`src/rtl/hdiv_pkg.sv`:
```
package hdiv_pkg;
  // register word indices on the bus
  localparam int unsigned REG_IDX_W = 4;
  localparam logic [REG_IDX_W-1:0] IDX_CTRL   = 4'd0;
  localparam logic [REG_IDX_W-1:0] IDX_NUM_LO = 4'd1;
  localparam logic [REG_IDX_W-1:0] IDX_DEN_LO = 4'd3;
  localparam logic [REG_IDX_W-1:0] IDX_DEN_HI = 4'd4;
  localparam logic [REG_IDX_W-1:0] IDX_QUO_LO = 4'd5;
  localparam logic [REG_IDX_W-1:0] IDX_REM_LO = 4'd7;

  // control word bit positions (software decodes these)
  localparam int unsigned CTRL_ERR_BIT  = 14;
  localparam int unsigned CTRL_BUSY_BIT = 15;

  typedef enum logic [1:0] {
    MODE_SHORT    = 2'd0,  // both operands from 32 bits
    MODE_WIDE_N   = 2'd1,  // wide numerator, 32-bit denominator
    MODE_FULL     = 2'd2,  // both operands 64 bits
    MODE_WIDE_N_B = 2'd3   // alias of MODE_WIDE_N
  } div_mode_e;

  typedef enum logic [1:0] {
    ST_IDLE = 2'd0,
    ST_RUN  = 2'd1,
    ST_FIN  = 2'd2
  } core_state_e;
endpackage

```
`src/rtl/hdiv_prep.sv`:
```
module hdiv_prep import hdiv_pkg::*; #(
  parameter int unsigned BUS_W = 32
) (
  input  logic [2*BUS_W-1:0] num_raw,
  input  logic [2*BUS_W-1:0] den_raw,
  input  logic [1:0]         mode,
  output logic [2*BUS_W-1:0] num_ext,
  output logic [2*BUS_W-1:0] num_mag,
  output logic [2*BUS_W-1:0] den_mag,
  output logic               num_neg,
  output logic               den_neg,
  output logic               den_zero,
  output logic               ovf
);
  localparam int unsigned DATA_W = 2 * BUS_W;

  logic [DATA_W-1:0] num_sx, den_sx, den_ext;
  logic              ext_num, ext_den;

  assign num_sx = {{BUS_W{num_raw[BUS_W-1]}}, num_raw[BUS_W-1:0]};
  assign den_sx = {{BUS_W{den_raw[BUS_W-1]}}, den_raw[BUS_W-1:0]};

  always_comb begin
    case (div_mode_e'(mode))
      MODE_SHORT:    begin ext_num = 1'b1; ext_den = 1'b1; end
      MODE_FULL:     begin ext_num = 1'b0; ext_den = 1'b0; end
      default:       begin ext_num = 1'b0; ext_den = 1'b1; end
    endcase
  end

  assign num_ext  = ext_num ? num_sx : num_raw;
  assign den_ext  = ext_den ? den_sx : den_raw;
  assign num_neg  = num_ext[DATA_W-1];
  assign den_neg  = den_ext[DATA_W-1];
  assign num_mag  = num_neg ? (~num_ext + 1'b1) : num_ext;
  assign den_mag  = den_neg ? (~den_ext + 1'b1) : den_ext;
  assign den_zero = (den_ext == '0);
  assign ovf      = (num_ext == {1'b1, {(DATA_W-1){1'b0}}}) && (&den_ext);
endmodule

```
`src/rtl/hdiv_core.sv`:
```
module hdiv_core import hdiv_pkg::*; #(
  parameter int unsigned DATA_W = 64
) (
  input  logic              clk,
  input  logic              rst_n,
  input  logic              start,
  input  logic [DATA_W-1:0] num_ext,
  input  logic [DATA_W-1:0] num_mag,
  input  logic [DATA_W-1:0] den_mag,
  input  logic              num_neg,
  input  logic              den_neg,
  input  logic              den_zero,
  input  logic              ovf,
  output logic              done,
  output logic [DATA_W-1:0] quo,
  output logic [DATA_W-1:0] rem,
  output logic              err,
  output logic              rem_we
);
  localparam int unsigned CNT_W = $clog2(DATA_W + 1);

  core_state_e       state_q;
  logic [CNT_W-1:0]  cnt_q;
  logic [DATA_W-1:0] part_q, qbits_q, div_q, nx_q;
  logic              nneg_q, dneg_q, zero_q, ovf_q;

  logic [DATA_W:0]   shifted, diff;
  logic              fits;

  // one restoring step
  assign shifted = {part_q, qbits_q[DATA_W-1]};
  assign diff    = shifted - {1'b0, div_q};
  assign fits    = (shifted >= {1'b0, div_q});

  always_ff @(posedge clk or negedge rst_n) begin
    if (!rst_n) begin
      state_q <= ST_IDLE;
      cnt_q   <= '0;
      part_q  <= '0;
      qbits_q <= '0;
      div_q   <= '0;
      nx_q    <= '0;
      nneg_q  <= 1'b0;
      dneg_q  <= 1'b0;
      zero_q  <= 1'b0;
      ovf_q   <= 1'b0;
    end else if (start) begin
      state_q <= ST_RUN;
      cnt_q   <= CNT_W'(DATA_W);
      part_q  <= '0;
      qbits_q <= num_mag;
      div_q   <= den_mag;
      nx_q    <= num_ext;
      nneg_q  <= num_neg;
      dneg_q  <= den_neg;
      zero_q  <= den_zero;
      ovf_q   <= ovf;
    end else begin
      case (state_q)
        ST_RUN: begin
          part_q  <= fits ? diff[DATA_W-1:0] : shifted[DATA_W-1:0];
          qbits_q <= {qbits_q[DATA_W-2:0], fits};
          cnt_q   <= cnt_q - 1'b1;
          if (cnt_q == CNT_W'(1)) state_q <= ST_FIN;
        end
        ST_FIN:  state_q <= ST_IDLE;
        default: state_q <= ST_IDLE;
      endcase
    end
  end

  assign done = (state_q == ST_FIN) && !start;

  // sign fix-up and special cases
  always_comb begin
    quo    = qbits_q;
    rem    = part_q;
    err    = 1'b0;
    rem_we = 1'b1;
    if (zero_q) begin
      quo = {{(DATA_W-1){1'b0}}, nneg_q};
      rem = nx_q;
      err = 1'b1;
    end else if (ovf_q) begin
      quo    = nx_q;
      err    = 1'b1;
      rem_we = 1'b0;
    end else begin
      if (nneg_q ^ dneg_q) quo = ~qbits_q + 1'b1;
      if (nneg_q)          rem = ~part_q + 1'b1;
    end
  end
endmodule

```
`src/rtl/hdiv_rdmux.sv`:
```
module hdiv_rdmux import hdiv_pkg::*; #(
  parameter int unsigned BUS_W = 32
) (
  input  logic [REG_IDX_W-1:0] idx,
  input  logic [BUS_W-1:0]     ctrl_word,
  input  logic [2*BUS_W-1:0]   num,
  input  logic [2*BUS_W-1:0]   den,
  input  logic [2*BUS_W-1:0]   quo,
  input  logic [2*BUS_W-1:0]   rem,
  output logic [BUS_W-1:0]     rdata
);
  localparam int unsigned WORDS = 2;

  always_comb begin
    rdata = '0;
    if (idx == IDX_CTRL) rdata = ctrl_word;
    for (int k = 0; k < WORDS; k++) begin
      if (idx == REG_IDX_W'(int'(IDX_NUM_LO) + k)) rdata = num[k*BUS_W +: BUS_W];
      if (idx == REG_IDX_W'(int'(IDX_DEN_LO) + k)) rdata = den[k*BUS_W +: BUS_W];
      if (idx == REG_IDX_W'(int'(IDX_QUO_LO) + k)) rdata = quo[k*BUS_W +: BUS_W];
      if (idx == REG_IDX_W'(int'(IDX_REM_LO) + k)) rdata = rem[k*BUS_W +: BUS_W];
    end
  end
endmodule

```
`src/rtl/hdiv_unit.sv`:
```
module hdiv_unit import hdiv_pkg::*; #(
  parameter int unsigned BUS_W = 32
) (
  input  logic                 clk,
  input  logic                 rst_n,
  input  logic                 bus_valid,
  output logic                 bus_ready,
  input  logic                 bus_write,
  input  logic [REG_IDX_W-1:0] bus_idx,
  input  logic [BUS_W-1:0]     bus_wdata,
  output logic [BUS_W-1:0]     bus_rdata
);
  localparam int unsigned DATA_W = 2 * BUS_W;
  localparam int unsigned WORDS  = DATA_W / BUS_W;

  logic [1:0]        mode_q;
  logic [DATA_W-1:0] num_q, den_q, quo_q, rem_q;
  logic              busy_q, err_q, start_q;
  logic              wr_acc, op_wr, cap;
  logic [BUS_W-1:0]  ctrl_word;

  logic [DATA_W-1:0] p_num_ext, p_num_mag, p_den_mag;
  logic              p_num_neg, p_den_neg, p_den_zero, p_ovf;
  logic              core_done, core_err, core_rem_we;
  logic [DATA_W-1:0] core_quo, core_rem;

  assign bus_ready = 1'b1;
  assign wr_acc    = bus_valid && bus_write;
  assign op_wr     = wr_acc && (bus_idx <= IDX_DEN_HI);
  assign cap       = core_done && !op_wr;

  always_ff @(posedge clk or negedge rst_n) begin
    if (!rst_n) begin
      mode_q  <= '0;
      num_q   <= '0;
      den_q   <= '0;
      quo_q   <= '0;
      rem_q   <= '0;
      busy_q  <= 1'b0;
      err_q   <= 1'b0;
      start_q <= 1'b0;
    end else begin
      start_q <= op_wr;
      if (op_wr) busy_q <= 1'b1;
      if (wr_acc && bus_idx == IDX_CTRL) mode_q <= bus_wdata[1:0];
      for (int k = 0; k < WORDS; k++) begin
        if (wr_acc && bus_idx == REG_IDX_W'(int'(IDX_NUM_LO) + k))
          num_q[k*BUS_W +: BUS_W] <= bus_wdata;
        if (wr_acc && bus_idx == REG_IDX_W'(int'(IDX_DEN_LO) + k))
          den_q[k*BUS_W +: BUS_W] <= bus_wdata;
      end
      if (cap) begin
        quo_q  <= core_quo;
        err_q  <= core_err;
        busy_q <= 1'b0;
        if (core_rem_we) rem_q <= core_rem;
      end
    end
  end

  always_comb begin
    ctrl_word                = '0;
    ctrl_word[1:0]           = mode_q;
    ctrl_word[CTRL_ERR_BIT]  = err_q;
    ctrl_word[CTRL_BUSY_BIT] = busy_q;
  end

  hdiv_prep #(.BUS_W(BUS_W)) u_prep (
    .num_raw  (num_q),
    .den_raw  (den_q),
    .mode     (mode_q),
    .num_ext  (p_num_ext),
    .num_mag  (p_num_mag),
    .den_mag  (p_den_mag),
    .num_neg  (p_num_neg),
    .den_neg  (p_den_neg),
    .den_zero (p_den_zero),
    .ovf      (p_ovf)
  );

  hdiv_core #(.DATA_W(DATA_W)) u_core (
    .clk      (clk),
    .rst_n    (rst_n),
    .start    (start_q),
    .num_ext  (p_num_ext),
    .num_mag  (p_num_mag),
    .den_mag  (p_den_mag),
    .num_neg  (p_num_neg),
    .den_neg  (p_den_neg),
    .den_zero (p_den_zero),
    .ovf      (p_ovf),
    .done     (core_done),
    .quo      (core_quo),
    .rem      (core_rem),
    .err      (core_err),
    .rem_we   (core_rem_we)
  );

  hdiv_rdmux #(.BUS_W(BUS_W)) u_rdmux (
    .idx       (bus_idx),
    .ctrl_word (ctrl_word),
    .num       (num_q),
    .den       (den_q),
    .quo       (quo_q),
    .rem       (rem_q),
    .rdata     (bus_rdata)
  );
endmodule

```
`config.mk`:
```
export PLATFORM = sky130hd
export DESIGN_NAME = hdiv_unit
export DESIGN_NICKNAME = d
export VERILOG_FILES = /design/src/rtl/hdiv_pkg.sv /design/src/rtl/hdiv_prep.sv /design/src/rtl/hdiv_core.sv /design/src/rtl/hdiv_rdmux.sv /design/src/rtl/hdiv_unit.sv
export SDC_FILE = /design/constraint.sdc
export NUM_CORES = 2
export LEC_CHECK = 0
export ABC_AREA = 1
export BUFFER_PORTS_ARGS = -buffer_cell sky130_fd_sc_hd__buf_4
export CAP_MARGIN = 20
export CORE_AREA = 2 2 444 358
export DETAILED_ROUTE_END_ITERATION = 7
export DIE_AREA = 0 0 446 360
export GPL_TIMING_DRIVEN = 0
export PLACE_DENSITY_LB_ADDON = 0.3
export SLEW_MARGIN = 20
export SYNTH_ARGS = -nofsm -noshare
export SYNTH_HDL_FRONTEND = slang
export SYNTH_SLANG_ARGS = --single-unit
```
`constraint.sdc`:
```
create_clock -name clk -period 3 [get_ports clk]
set_clock_uncertainty 0.15 [all_clocks]
set_input_delay 0.15 -clock clk [delete_from_list [all_inputs] [get_ports clk]]
set_output_delay 0.15 -clock clk [all_outputs]
set_load 0.1 [all_outputs]
```
==> out/results.tsv <==
metric	value	unit
outcome	complete, but fails checks	
failing checks	negative setup slack	
Crit path arrival time	2870	ps
syn avg cell area	6.406	um^2
vias in the first global route	41140	
Seq/Total Area, Yosys	0.3410	
Seq cells post-synth	529	
switch share	0.5566	
Register Area	0.01328	mm^2
min Tclk post-route	3166	ps
CTS Buf Count	60	
critical path's slowest cell	dfrtp_1	
Skew-Pair Late Insertion Delay	690	ps
yosys warns	0	
CTS tree	done	
post-synthesis cell area	0.03882	mm^2
placed cell count	8185	
initial drt markers	6476	
Vias per Instance	5.307	
Worst-path clk slew	60	ps
EDFF count, synth	0	
Post-DRT Antenna Nets	0	
Comb pwr share	0.621	
Post-Syn Nets	6172	
CP Capture Type	primary output	
Worst-Margin Slew	1171	ps
GRT Total Usage	0.2891	
fmax	315.8	MHz
share of cells above drive strength 1	0.1321	
final WL	240500	um
PD cells	1178	mW/mm^2
P_leak	23.16	nW
post-DR wirelength/cell	28.59	um
pin count of the biggest net entering global routing	93	
Critical Path Source	den_q[23]$_DFFE_PN0P_	
Netlist cell types	64	
fin worst setup slack	-166.4	ps
setup repair after global routing missed its margin	yes	
Hold Fails Final Rpt	0	
synth-to-layout area growth	21.96	%
cells along the critical path	a221oi_2 > nand2_1 > a21oi_2 > nand4_1 > buf_4	
Die H	360	um
routed vias	44640	
num ports	73	
most used flip-flop cell after synthesis	dfrtp_1	
Worst setup SP type	flip-flop	
grt ovf	0	
worst vdd ir	0.0004983	V
initial antenna violation count	11	
Starting Density	0.2486	
Crit path required time	2700	ps
cell count of the worst hold path	5	
R2R Setup Slk	-110	ps
fin cells	8412	
sequential power share	0.235	
Chip Width	446	um
max-capacitance violation count	0	
Core Area	0.1562	mm^2
worst min path class	input pin to flip-flop	
nets	6425	
CTS sink cnt	529	
CP peak stage delay	650	ps
metal1 wirelength	113900	um
Critical Path Fanout Max	6	
asr flop ratio synth	1.000	
die footprint	0.1606	mm^2
Multi-input gate area	0.02303	mm^2
Fillers	17580	
Reg2Reg Depth	5	
Setup Viol. Count Final	65	
CP Class	flip-flop to primary output	
clock share of power	0.144	
period utilization	1.055	
GPL Wtd Cong	1.045	
met3 wire length	29270	um
first-pass GRT wire length	325900	um
Slew Limit Fails	0	
Rows	130	
Psw	31.06	mW
drt pass-1 iters	8	
port bufs	71	
Cells after Synth	6060	
Clock Tree Buf Depth	3	
cell-internal power	24.74	mW
reg2reg start	u_core.zero_q$_DFFE_PN0P_	
uppermost routed layer	met4	
FF-to-FF End	quo_q[41]$_DFFE_PN0P_	
DR DRC count	0	
Slew HR	0.2193	
hold_sp	bus_idx[3]	
hpwl dp	199800	um
worst hold margin	30.08	ps
CTS H-Tree Depth	2	
Met2 Wirelength	91460	um
worst hold endpoint	num_q[0]$_DFFE_PN0P_	
CTS root buf	clkbuf_16	
==> power groups by stage <==
stage	Clock [mW]	Combinational (mW)	Sequential [mW]
after global placement	0	30.5	12.8
final	8.02	34.7	13.1
after global routing	8.36	37.4	13.2
after floorplan	0	19.5	11.1
after CTS	8.06	32.7	12.8
after detailed placement	0	30.6	12.8
==> registers in the layout (all words and copies together), names as in the netlist <==
name	cells
den_q	64
num_q	64
quo_q	64
rem_q	64
u_core.div_q	64
u_core.part_q	64
u_core.qbits_q	64
u_core.nx_q	63
u_core.cnt_q	7
mode_q	2
u_core.state_q	2
busy_q	1
err_q	1
start_q	1
u_core.dneg_q	1
u_core.nneg_q	1
u_core.ovf_q	1
u_core.zero_q	1
==> critical path, delay by kind of cell, from the launching register on <==
family / cells / cell delay, ps
AO/OA/AOI/OAI: 2 / 790
flip-flops: 1 / 650
AND/OR/NAND/NOR: 2 / 410
buffers and inverters: 1 / 320
==> stage by stage <==
step	util	TNS [ps]	cell area [um^2]	setup WS, ps	power (mW)
2_1_floorplan	-	0	38820	115.7	30.61
3_3_place_gp	0.2684	-2518730	41910	-4684	43.27
3_5_place_dp	0.2699	-67310	42140	-757.2	43.33
4_1_cts	0.2969	-1030	46370	-221.1	53.61
5_1_grt	0.3031	-7853	47330	-155.4	58.95
6_report	0.3032	-2850	47350	-166.4	55.79
==> metal layers <==
metal / vias to the layer above / global-route usage
met5: - / 0
met4: 0 / 0.06142
met3: 222 / 0.08687
met2: 2361 / 0.3843
met1: 21980 / 0.4463
li1: 20080 / -
==> kinds of logic after synthesis <==
kind of cell / count (synthesis) / synth area share
AND/OR/NAND/NOR: 3301 / 0.3601
buffers and inverters: 1090 / 0.1106
AO/OA/AOI/OAI: 975 / 0.1441
flip-flops: 529 / 0.3410
XOR/XNOR: 92 / 0.02076
adder cells (fa/ha/maj): 72 / 0.02340
other: 1 / 0.00009660
==> Yosys cell counts (all sizes together), types with 6 or more instances <==
cell / count / share of area
a2bb2oi: 29 / 0.0065
a21boi: 19 / 0.0037
and2: 8 / 0.0013
o2111ai: 20 / 0.0045
a21oi: 249 / 0.032
nand2: 2029 / 0.20
nor3: 38 / 0.0054
nand4: 126 / 0.021
o31ai: 16 / 0.0031
xnor2: 32 / 0.0072
xor2: 60 / 0.014
ha: 71 / 0.023
a31oi: 23 / 0.0037
o211ai: 44 / 0.0085
a221oi: 9 / 0.0020
o21bai: 6 / 0.0012
nor4: 21 / 0.0037
buf: 74 / 0.012
or2: 21 / 0.0034
dfrtp: 529 / 0.34
o221ai: 13 / 0.0029
clkbuf: 151 / 0.015
nand3: 486 / 0.063
nand3b: 38 / 0.0073
nor2: 529 / 0.055
a22oi: 6 / 0.0012
o21ai: 449 / 0.059
inv: 860 / 0.083
o22ai: 77 / 0.012
==> timing repair <==
action | in CTS | in global routing
hold endpoints to repair | 429 | 0
gates resized for setup | 319 | 203
hold buffers | 41 | 0
pin swaps | 24 | 42
buffers inserted | 43 | 29
setup endpoints to repair | 255 | 231
gates cloned | 1 | 2
==> worst max path at each step <==
stage / cells after the start / to / slack [ps]
floorplan: 6 / bus_rdata[29] / 120
global placement: 1 / u_core.div_q[57]$_DFFE_PN0P_ / -4680
detailed placement: 5 / u_core.div_q[60]$_DFFE_PN0P_ / -760
CTS: 7 / bus_rdata[10] / -220
global route: 11 / bus_rdata[11] / -160
finish: 5 / bus_rdata[23] / -170
==> cell usage in the layout, fill, tap and decap left out, drive strengths merged, types with 3 or more instances in the layout <==
master | netlist | layout
nand2 | 2029 | 2029
inv | 860 | 843
dfrtp | 529 | 529
nor2 | 529 | 529
nand3 | 486 | 486
o21ai | 449 | 449
a21oi | 249 | 249
clkbuf | 151 | 227
buf | 74 | 224
nand4 | 126 | 126
o22ai | 77 | 77
ha | 71 | 71
xor2 | 60 | 60
o211ai | 44 | 44
dlygate4sd3 | 0 | 40
nand3b | 38 | 38
nor3 | 38 | 38
xnor2 | 32 | 32
clkinvlp | 0 | 29
a2bb2oi | 29 | 29
a31oi | 23 | 23
or2 | 21 | 21
nor4 | 21 | 21
o2111ai | 20 | 20
a21boi | 19 | 19
clkinv | 5 | 18
o31ai | 16 | 16
o221ai | 13 | 13
a221oi | 9 | 9
diode | 0 | 8
and2 | 8 | 8
bufinv | 0 | 7
o21bai | 6 | 6
a22oi | 6 | 6
o21a | 4 | 4
o22a | 4 | 4
a2111oi | 3 | 3
==> area by class of cell <==
class                      count  share of cell area
antenna                        8           0.0004228
inverter                     865             0.07082
tap                         2046             0.05407
timing repair buffer         194             0.04109
clock buffer                  75             0.03462
clock inverter                32            0.008404
multi-input combinational   4441              0.4864
buffer                       222             0.02373
sequential                   529              0.2804
Power figures use the tool's default switching activity.
